<file path="config.mk">
export PLATFORM = sky130hd
export DESIGN_NAME = tw3_master
export DESIGN_NICKNAME = d
export VERILOG_FILES = /design/src/rtl/tw3_pkg.sv /design/src/rtl/tw3_halfdiv.sv /design/src/rtl/tw3_evtdec.sv /design/src/rtl/tw3_txshift.sv /design/src/rtl/tw3_rxcap.sv /design/src/rtl/tw3_master.sv
export SDC_FILE = /design/constraint.sdc
export NUM_CORES = 1
export LEC_CHECK = 0
export ABC_CLOCK_PERIOD_IN_PS = 2800
export BUFFER_PORTS_ARGS = -buffer_cell sky130_fd_sc_hd__buf_2
export CORE_MARGIN = 3
export CORE_UTILIZATION = 56
export DETAILED_ROUTE_END_ITERATION = 8
export PLACE_DENSITY = 0.79
export SYNTH_ARGS = -nofsm -noshare
export SYNTH_HDL_FRONTEND = slang
export SYNTH_HIERARCHICAL = 1
export SYNTH_SLANG_ARGS = --single-unit
</file>
<file path="constraint.sdc">
create_clock -name clk -period 2.8 [get_ports clk]
set_input_delay 0 -clock clk [delete_from_list [all_inputs] [get_ports clk]]
set_output_delay 0 -clock clk [all_outputs]
set_load 0.005 [all_outputs]
</file>
<file path="src/rtl/tw3_pkg.sv">
package tw3_pkg;
   // Decoded per-tick sequencer events
   typedef struct packed {
      logic rise;      // serial clock goes high
      logic fall;      // serial clock goes low
      logic rd_smp;    // capture the shared line (read byte)
      logic release_n; // stop driving after the command on a read
      logic sel_off;   // drop select and enable
      logic finish;    // transaction complete
   } tw3_evt_t;
endpackage

</file>
<file path="src/rtl/tw3_halfdiv.sv">
module tw3_halfdiv #(
   parameter int HALF_CYC = 13
) (
   input  logic clk,
   input  logic rst_n,
   input  logic en,
   output logic tick
);
   localparam int DW = (HALF_CYC > 2) ? $clog2(HALF_CYC) : 1;
   localparam bit POW2 = ((HALF_CYC & (HALF_CYC - 1)) == 0);

   logic [DW-1:0] cnt_q;

   generate
      if (POW2) begin : g_wrap
         // Power-of-two: the counter wraps by itself
         assign tick = en && (&cnt_q);
         always_ff @(posedge clk or negedge rst_n) begin
            if (!rst_n)   cnt_q <= '0;
            else if (!en) cnt_q <= '0;
            else          cnt_q <= cnt_q + 1'b1;
         end
      end else begin : g_cmp
         assign tick = en && (cnt_q == DW'(HALF_CYC - 1));
         always_ff @(posedge clk or negedge rst_n) begin
            if (!rst_n)     cnt_q <= '0;
            else if (!en)   cnt_q <= '0;
            else if (tick)  cnt_q <= '0;
            else            cnt_q <= cnt_q + 1'b1;
         end
      end
   endgenerate

   AST_TICK_GAP: assert property (@(posedge clk) disable iff (!rst_n)
      tick |=> !tick);
endmodule

</file>
<file path="src/rtl/tw3_evtdec.sv">
module tw3_evtdec
   import tw3_pkg::*;
#(
   parameter int CMD_W = 8,
   parameter int DAT_W = 8,
   parameter int CW    = 6
) (
   input  logic          tick,
   input  logic          rd,
   input  logic [CW-1:0] cnt,
   output tw3_evt_t      evt
);
   localparam int TOT = CMD_W + DAT_W;

   logic [CW-1:0] nn;
   assign nn = cnt + 1'b1;   // index of the tick now ending

   always_comb begin
      evt.rise      = tick &&  nn[0] && (nn <= CW'(2*TOT - 1));
      evt.fall      = tick && !nn[0] && (nn <= CW'(2*TOT));
      evt.rd_smp    = evt.rise && rd && (nn >= CW'(2*CMD_W + 1));
      evt.release_n = tick && rd && (nn == CW'(2*CMD_W));
      evt.sel_off   = tick && (nn == CW'(2*TOT + 1));
      evt.finish    = tick && (nn == CW'(2*TOT + 3));
   end
endmodule

</file>
<file path="src/rtl/tw3_txshift.sv">
module tw3_txshift #(
   parameter int CMD_W = 8,
   parameter int DAT_W = 8
) (
   input  logic             clk,
   input  logic             rst_n,
   input  logic             load,
   input  logic [CMD_W-1:0] cmd,
   input  logic [DAT_W-1:0] wdata,
   input  logic             shift,
   output logic             bit_o
);
   localparam int TOT = CMD_W + DAT_W;
   logic [TOT-1:0] sr_q;

   always_ff @(posedge clk or negedge rst_n) begin
      if (!rst_n)     sr_q <= '0;
      else if (load)  sr_q <= {wdata, cmd};
      else if (shift) sr_q <= {1'b0, sr_q[TOT-1:1]};
   end
   assign bit_o = sr_q[0];
endmodule

</file>
<file path="src/rtl/tw3_rxcap.sv">
module tw3_rxcap #(
   parameter int DAT_W = 8
) (
   input  logic             clk,
   input  logic             rst_n,
   input  logic             smp,
   input  logic             din,
   output logic [DAT_W-1:0] cap
);
   always_ff @(posedge clk or negedge rst_n) begin
      if (!rst_n)   cap <= '0;
      else if (smp) cap <= {din, cap[DAT_W-1:1]}; // first bit ends in bit 0
   end
endmodule

</file>
<file path="src/rtl/tw3_master.sv">
module tw3_master
   import tw3_pkg::*;
#(
   parameter int CMD_W    = 8,
   parameter int DAT_W    = 8,
   parameter int HALF_CYC = 13
) (
   input  logic             clk,
   input  logic             rst_n,
   input  logic             start,
   input  logic [CMD_W-1:0] cmd,
   input  logic [DAT_W-1:0] wdata,
   output logic             busy,
   output logic             done,
   output logic [DAT_W-1:0] rdata,
   output logic             sel,
   output logic             sclk,
   output logic             sdo,
   output logic             sdo_en,
   input  logic             sdi
);
   localparam int TOT = CMD_W + DAT_W;
   localparam int CW  = $clog2(2*TOT + 4);

   generate
      if (HALF_CYC < 2) begin : g_bad_div
         $error("HALF_CYC must be at least 2");
      end
      if (CMD_W < 1 || DAT_W < 1) begin : g_bad_w
         $error("CMD_W and DAT_W must be positive");
      end
   endgenerate

   logic          busy_q, done_q, sel_q, sclk_q, oe_q, rd_q;
   logic [CW-1:0] n_q;
   logic [DAT_W-1:0] rdata_q, cap;
   logic          tick, accept;
   tw3_evt_t      evt;

   assign accept = start && !busy_q;

   tw3_halfdiv #(.HALF_CYC(HALF_CYC)) u_div (
      .clk(clk), .rst_n(rst_n), .en(busy_q), .tick(tick));

   tw3_evtdec #(.CMD_W(CMD_W), .DAT_W(DAT_W), .CW(CW)) u_dec (
      .tick(tick), .rd(rd_q), .cnt(n_q), .evt(evt));

   tw3_txshift #(.CMD_W(CMD_W), .DAT_W(DAT_W)) u_tx (
      .clk(clk), .rst_n(rst_n), .load(accept), .cmd(cmd), .wdata(wdata),
      .shift(evt.fall), .bit_o(sdo));

   tw3_rxcap #(.DAT_W(DAT_W)) u_rx (
      .clk(clk), .rst_n(rst_n), .smp(evt.rd_smp), .din(sdi), .cap(cap));

   always_ff @(posedge clk or negedge rst_n) begin
      if (!rst_n) begin
         busy_q  <= 1'b0;
         done_q  <= 1'b0;
         sel_q   <= 1'b0;
         sclk_q  <= 1'b0;
         oe_q    <= 1'b0;
         rd_q    <= 1'b0;
         n_q     <= '0;
         rdata_q <= '0;
      end else begin
         done_q <= 1'b0;
         if (!busy_q) begin
            if (start) begin
               busy_q <= 1'b1;
               sel_q  <= 1'b1;
               oe_q   <= 1'b1;
               rd_q   <= cmd[0];
               n_q    <= '0;
            end
         end else begin
            if (tick)          n_q    <= n_q + 1'b1;
            if (evt.rise)      sclk_q <= 1'b1;
            if (evt.fall)      sclk_q <= 1'b0;
            if (evt.release_n) oe_q   <= 1'b0;
            if (evt.sel_off) begin
               sel_q <= 1'b0;
               oe_q  <= 1'b0;
            end
            if (evt.finish) begin
               busy_q <= 1'b0;
               done_q <= 1'b1;
               if (rd_q) rdata_q <= cap;
            end
         end
      end
   end

   assign busy   = busy_q;
   assign done   = done_q;
   assign rdata  = rdata_q;
   assign sel    = sel_q;
   assign sclk   = sclk_q;
   assign sdo_en = oe_q;

   AST_IDLE_QUIET: assert property (@(posedge clk) disable iff (!rst_n)
      !sel_q |-> (!sclk_q && !oe_q));
   AST_SDO_HOLD: assert property (@(posedge clk) disable iff (!rst_n)
      sclk_q |-> $stable(sdo));
   AST_RISE_SELECTED: assert property (@(posedge clk) disable iff (!rst_n)
      $rose(sclk_q) |-> $past(sel_q));
   AST_OE_DROP_LOW: assert property (@(posedge clk) disable iff (!rst_n)
      $fell(oe_q) |-> !sclk_q);
   AST_DONE_PULSE: assert property (@(posedge clk) disable iff (!rst_n)
      done_q |=> !done_q);
   AST_BUSY_ENTRY: assert property (@(posedge clk) disable iff (!rst_n)
      $rose(busy_q) |-> $past(start));
   AST_DONE_IDLE: assert property (@(posedge clk) disable iff (!rst_n)
      done_q |-> (!busy_q && !sel_q));
endmodule

</file>
==> impl_metrics.ini, run 1 <==
[status]
status = complete, no violations

[synthesis]
synth_area_um2 = 2280
postSynthAreaPerCell_um2 = 12.1
ys_seq_elements = 48
synthArstFlopShare = 1.00
synth.top_cell.area_share = 0.526
seq_area_frac_synth = 0.526
synth_cell_type_count = 39
synth_nets = 211
yosys_most_used_dff = dfrtp_1
syn_inst = 188
synth_area_leaders = dfrtp_1, mux2_4, mux2i_1, nand2_1, o21ai_0
synth-edff-count = 0
synth_area_leader_cell = dfrtp_1
yosysWarnings = 6

[global_routing]
grt_pass1_vias = 1599
antenna_found_initial = 0
grtUsageMet3 = 0.0435
grt_usage = 0.197
met2_usage = 0.318
grt-busiest-layer = met2
grt_first_pass_wirelength_um = 7560
met1_usage = 0.267
overflow = 0
grt_max_degree = 49

[clock_tree]
cts_max_path_buffers = 2
cts_root_buf = clkbuf_8
cts_sinks = 48
cts.clk_slew.worst_paths_ns = 0.08
clkLatencyLatePin_ns = 0.30
cts_buffers = 5
htree_levels = 2
cts_tree = built
postCtsSetupRepairBufs = 0

[pwr]
p_seq_frac = 0.534
swShare = 0.310
powerDensity_nw_per_um2 = 731
clkPwrFrac = 0.243
switchingPower_uw = 624
p_leak_nw = 1.29
ir_worst_vdd_uv = 503
p_int_mw = 1.39
comb_power_share = 0.223

[layout]
drive_gt1_frac = 0.309
diodes = 0
fin_nets = 265
multi_input_comb_area_um2 = 987
fillers = 264
final_common_cell = dfrtp_1
regArea_um2 = 1200
layout_common_cells = dfrtp_1, buf_2, nand2_1, dlygate4sd3_1
post-route-util = 0.725
fin_area_um2 = 2750
area_growth_pct = 20.7

[floorplanning]
fp.dieH_um = 69.8
fp.dieArea_um2 = 4880
num_rows = 22
initial_core_util = 0.601
die_w_um = 69.8
coreArea_um2 = 3800
num_io_pins = 34

[sta]
fin_crit_sh = 0.853
fin_crit_ns = 2.39
clock.fmax_mhz = 419
relSlewSlack = 0.321
final-setup-viol-count = 0
fin_tns_setup_ns = 0
hold_violations = 0
tightest_slew_ns = 1.02
slew_violations = 0
fin_skew_ns = 0.00636
rsz0062_at_grt = false

[worst_setup_path]
required_ns = 2.98
end_kind = flop
reg2reg_to = rdata[5]
cp.buffers_inverters = 1
slowest_delay_ns = 0.51
crit_slowest_cell = or4b_4
cp_max_fo = 8
rr_worst_depth = 9
r2r_slack_ns = 0.41
crit_arrival_ns = 2.57
reg2reg_from = u_div/cnt_q[0]
path_delay_family = simple AND/OR/NAND/NOR gates
crit_chain = inv_2 > ha_1 > nand2_1 > nor3_1 > or4b_4 > nor3b_2 > and2_4 > nand2_8 > mux2_4
critPathLaunchType = flop
path_class = reg2reg

[route]
drt-initial-drc-count = 73
wl_per_cell_um = 15.0
vias_per_cell = 5.27
firstDrtPassIters = 4
routed_wl_um = 4370
vias = 1535
drt_drc_violations_left = 0
antenna_left = 0

[place]
place_area_um2 = 2460
globalplace.congestion = 0.726
io_buffers = 33
hpwl_um = 2850

[min_path]
hold_end = busy
min_path_type = in2reg
hp-start = start
hold_depth = 3

[job]
max_cap_viol_count = 0
-- flip-flops by register name, summed over array words and instances (netlist names) --
signal,count
busy,1
sel,1
done,1
u_div/cnt_q,4
u_tx/sr_q,16
sclk,1
n_q,6
sdo_en,1
rd_q,1
u_rx/cap,8
rdata,8
-- worst register-to-register path: stages, from the launching register on --
cell,delay (ns)
dfrtp_1,0.43
inv_2,0.07
ha_1,0.18
nand2_1,0.10
nor3_1,0.19
or4b_4,0.51
nor3b_2,0.18
and2_4,0.20
nand2_8,0.09
mux2_4,0.32
-- cells in the mapped netlist, types with 2 or more instances --
library cell / instances
nand4_2: 2
nand2_1: 24
and2_4: 2
mux2_4: 17
o21ai_0: 13
buf_6: 3
ha_1: 3
nand3_1: 2
a21oi_1: 5
nor2_1: 5
nand2b_1: 3
nor3_1: 3
o21ai_1: 10
nand3b_1: 2
mux2i_1: 17
inv_1: 6
buf_2: 2
dfrtp_1: 48
-- what timing repair did --
item	CTS	global route
gates resized for setup	0	0
hold buffers	18	0
hold endpoints to repair	66	0
-- layout make-up --
cell class	instances	area share
Inverter	7	0.00954
Clock buffer	5	0.0250
Sequential cell	48	0.436
Multi-Input combinational cell	126	0.358
Timing Repair Buffer	54	0.134
Tap cell	48	0.0218
Clock inverter	3	0.0154
-- logic make-up (layout without fill, tap and decap cells) --
logic type               count (synthesis)  in the layout  synth area share
XOR/XNOR                                 1              1           0.00384
AND/OR/NAND/NOR                         53             53             0.138
multiplexers                            35             35             0.191
flip-flops                              48             48             0.526
buffers and inverters                   14             69            0.0411
adder cells (fa/ha/maj)                  3              3            0.0164
AO/OA/AOI/OAI                           34             34            0.0833
-- worst max path at each step --
stage / startpoint / to / slack, ns / cells after the start
floorplan: u_div/cnt_q[0] / rdata[0] / 0.27 / 9
global placement: u_div/cnt_q[0] / rdata[3] / 0.54 / 9
detailed placement: u_div/cnt_q[0] / rdata[2] / 0.42 / 9
CTS: u_div/cnt_q[0] / rdata[2] / 0.41 / 9
global route: u_div/cnt_q[0] / rdata[6] / 0.27 / 9
finish: u_div/cnt_q[0] / rdata[5] / 0.41 / 9
-- metrics by stage --
stage / power [mW] / setup slack (ns) / hold slack [ns] / std cells
2_1_floorplan: 1.35 / 0.274 / -0.296 / 188
3_3_place_gp: 1.48 / 0.539 / 0.205 / 265
3_5_place_dp: 1.51 / 0.418 / 0.215 / 265
4_1_cts: 2.02 / 0.412 / 0.0145 / 291
5_1_grt: 2.15 / 0.272 / 0.0672 / 291
6_report: 2.01 / 0.413 / 0.0223 / 291
-- power groups by stage --
stage | logic, mW | clock network [mW] | registers [mW]
CTS | 0.451 | 0.502 | 1.07
global route | 0.513 | 0.529 | 1.11
finish | 0.448 | 0.489 | 1.07
floorplan | 0.310 | 0 | 1.04
global placement | 0.407 | 0 | 1.07
detailed placement | 0.432 | 0 | 1.08
-- routing by layer --
metal / part of all wire / vias up
met5: 0 / -
met1: 0.46 / 733
met2: 0.50 / 31
met4: 0.0062 / 0
li1: - / 769
met3: 0.034 / 2
Note: power is estimated with default switching activity, not from simulation.
==> inputs of run 2 (changes only) <==
Settings changed: CORE_UTILIZATION 56 to 45, GPL_TIMING_DRIVEN set to 0, PLACE_DENSITY 0.79 to 0.65, RECOVER_POWER set to 25.
==> run 2 against run 1 <==
- combinational power decreased by 1%
- clock skew about the same
- sequential share of layout area decreased by 1.2 points
- sequential power about the same
- routed wire length decreased by 5.4%
- clock power fell by 1%
- first-iteration DRC count shrank 49%
- die area increased by 22%
- final area grew 2.9%
- critical endpoint is now rdata[7]
==> impl_metrics.ini, run 2 (same netlist as run 1, synthesis figures left out) <==
[status]
status = complete, no violations

[global_routing]
grt_pass1_vias = 1610
grt_max_degree = 49
grt_first_pass_wirelength_um = 7400
grt_usage = 0.155
antenna_found_initial = 0
overflow = 0

[floorplanning]
num_rows = 25
coreArea_um2 = 4820
initial_core_util = 0.474
fp.dieH_um = 77.2
num_io_pins = 34
fp.dieArea_um2 = 5960
die_w_um = 77.2

[worst_setup_path]
setup.worst_path.start = u_div/cnt_q[0]
cp.buffers_inverters = 1
reg2reg_to = rdata[7]
critPathLaunchType = flop
crit_slowest_cell = or4b_4
cp_max_fo = 9
path_delay_family = simple AND/OR/NAND/NOR gates
crit_chain = inv_1 > ha_1 > nand2_1 > nor3_4 > or4b_4 > nor3b_2 > and2_4 > nand2_8 > mux2_4
path_class = reg2reg
cp.depth = 9
rr_worst_depth = 9
required_ns = 2.98
crit_arrival_ns = 2.73
crit_path_end = rdata[7]
r2r_slack_ns = 0.25
end_kind = flop
slowest_delay_ns = 0.53
reg2reg_from = u_div/cnt_q[0]

[place]
hpwl_um = 2780
io_buffers = 33
place_ws_ns = -0.0886
dpl.cell_count = 288
globalplace.congestion = 0.703

[clock_tree]
postCtsSetupRepairBufs = 0
htree_levels = 2
clkLatencyLatePin_ns = 0.29
cts_root_buf = clkbuf_8
cts_sinks = 48
cts_buffers = 5
cts_max_path_buffers = 2
cts.clk_slew.worst_paths_ns = 0.09
cts_tree = built

[route]
antenna_left = 0
drt_drc_violations_left = 0
routed_wl_um = 4130
vias = 1557
vias_per_cell = 4.94
firstDrtPassIters = 4
drt-initial-drc-count = 37
wl_per_cell_um = 13.1

[layout]
layout_common_cells = dfrtp_1, buf_2, nand2_1, dlygate4sd3_1
post-route-util = 0.588
area_growth_pct = 24.2
regArea_um2 = 1200
fin_cells = 315
largest_register_ffs = 16
fillers = 409
regMostFlops = u_tx/sr_q
drive_gt1_frac = 0.294
diodes = 0
multi_input_comb_area_um2 = 996
fin_nets = 270
final_common_cell = dfrtp_1

[job]
max_cap_viol_count = 0

[sta]
tightest_slew_ns = 1.13
fin_tns_setup_ns = 0
relSlewSlack = 0.245
fin_crit_sh = 0.911
clock.fmax_mhz = 392
final-setup-viol-count = 0
setup_ws_ns = 0.250
slew_violations = 0
rsz0062_at_grt = false
fin_skew_ns = 0.00676
hold_violations = 0
fin_crit_ns = 2.55

[min_path]
hold_depth = 4
min_path_type = in2reg

[pwr]
ir_worst_vdd_uv = 327
powerDensity_nw_per_um2 = 702
p_leak_nw = 1.31
==> run 2: cell count changes in the layout (fill, tap and decap cells not counted) <==
cell           before  now
buf_12              0    1
buf_4               3    0
clkbuf_2            0    1
dlygate4sd3_1      18   19
inv_2               1    0
clkinvlp_4          1    0
buf_2              33   31
nand2b_1            3    4
clkbuf_1            0    5
nand2b_2            1    0
buf_6               0    3
nor3_4              0    1
nor3_1              3    2
inv_1               6    7
==> run 2: tightest hold or removal path: stages <==
cell and delay [ns]:
dlygate4sd3_1 0.52, buf_2 0.10, nand2_1 0.04, o21ai_0 0.06
==> run 2: routing by layer <==
| metal | global-route usage | vias to the layer above | wire [um] |
|---|---|---|---|
| li1 | - | 779 | - |
| met1 | 0.199 | 744 | 1970 |
| met2 | 0.262 | 32 | 1980 |
| met3 | 0.0387 | 2 | 155 |
| met4 | 0.0409 | 0 | 22 |
| met5 | 0 | - | 0 |
==> run 2: where the power goes <==
| group | internal, mW | total, mW | switching [mW] |
|---|---|---|---|
| sequential | 0.892 | 1.06 | 0.173 |
| combinational | 0.232 | 0.442 | 0.210 |
| clock | 0.265 | 0.482 | 0.217 |
==> run 2: worst min path at each step <==
stage | from | to | slack (ns)
after floorplan | rst_n | busy | -0.30
after global placement | cmd[5] | u_tx/sr_q[5] | 0.21
after detailed placement | cmd[4] | u_tx/sr_q[4] | 0.22
after CTS | cmd[4] | u_tx/sr_q[4] | 0.45
after global routing | wdata[1] | u_tx/sr_q[9] | 0.48
final | wdata[5] | u_tx/sr_q[13] | 0.45
==> run 2: cell type report <==
cell class	instances	area share
plain buffers	7	0.0238
repair buffers	52	0.124
inverters	7	0.00927
clock inverters	2	0.0124
clock buffers	6	0.0256
multi-input cells	126	0.351
flip-flops and latches	48	0.424
well taps	67	0.0296
==> run 2: stage by stage <==
step	hold slack, ns	instance area, um2	power, mW
floorplan	-0.296	2280	1.35
global placement	0.214	2530	1.48
detailed placement	0.225	2530	1.50
CTS	0.446	2830	2.01
global route	0.481	2830	2.14
finish	0.454	2830	1.99
==> run 2: timing repair <==
action / 4_1_cts / 5_1_grt
hold buffers: 19 / 0
resized for setup: 1 / 1
hold endpoints to repair: 67 / 0
endpoints found under the setup margin: 8 / 8
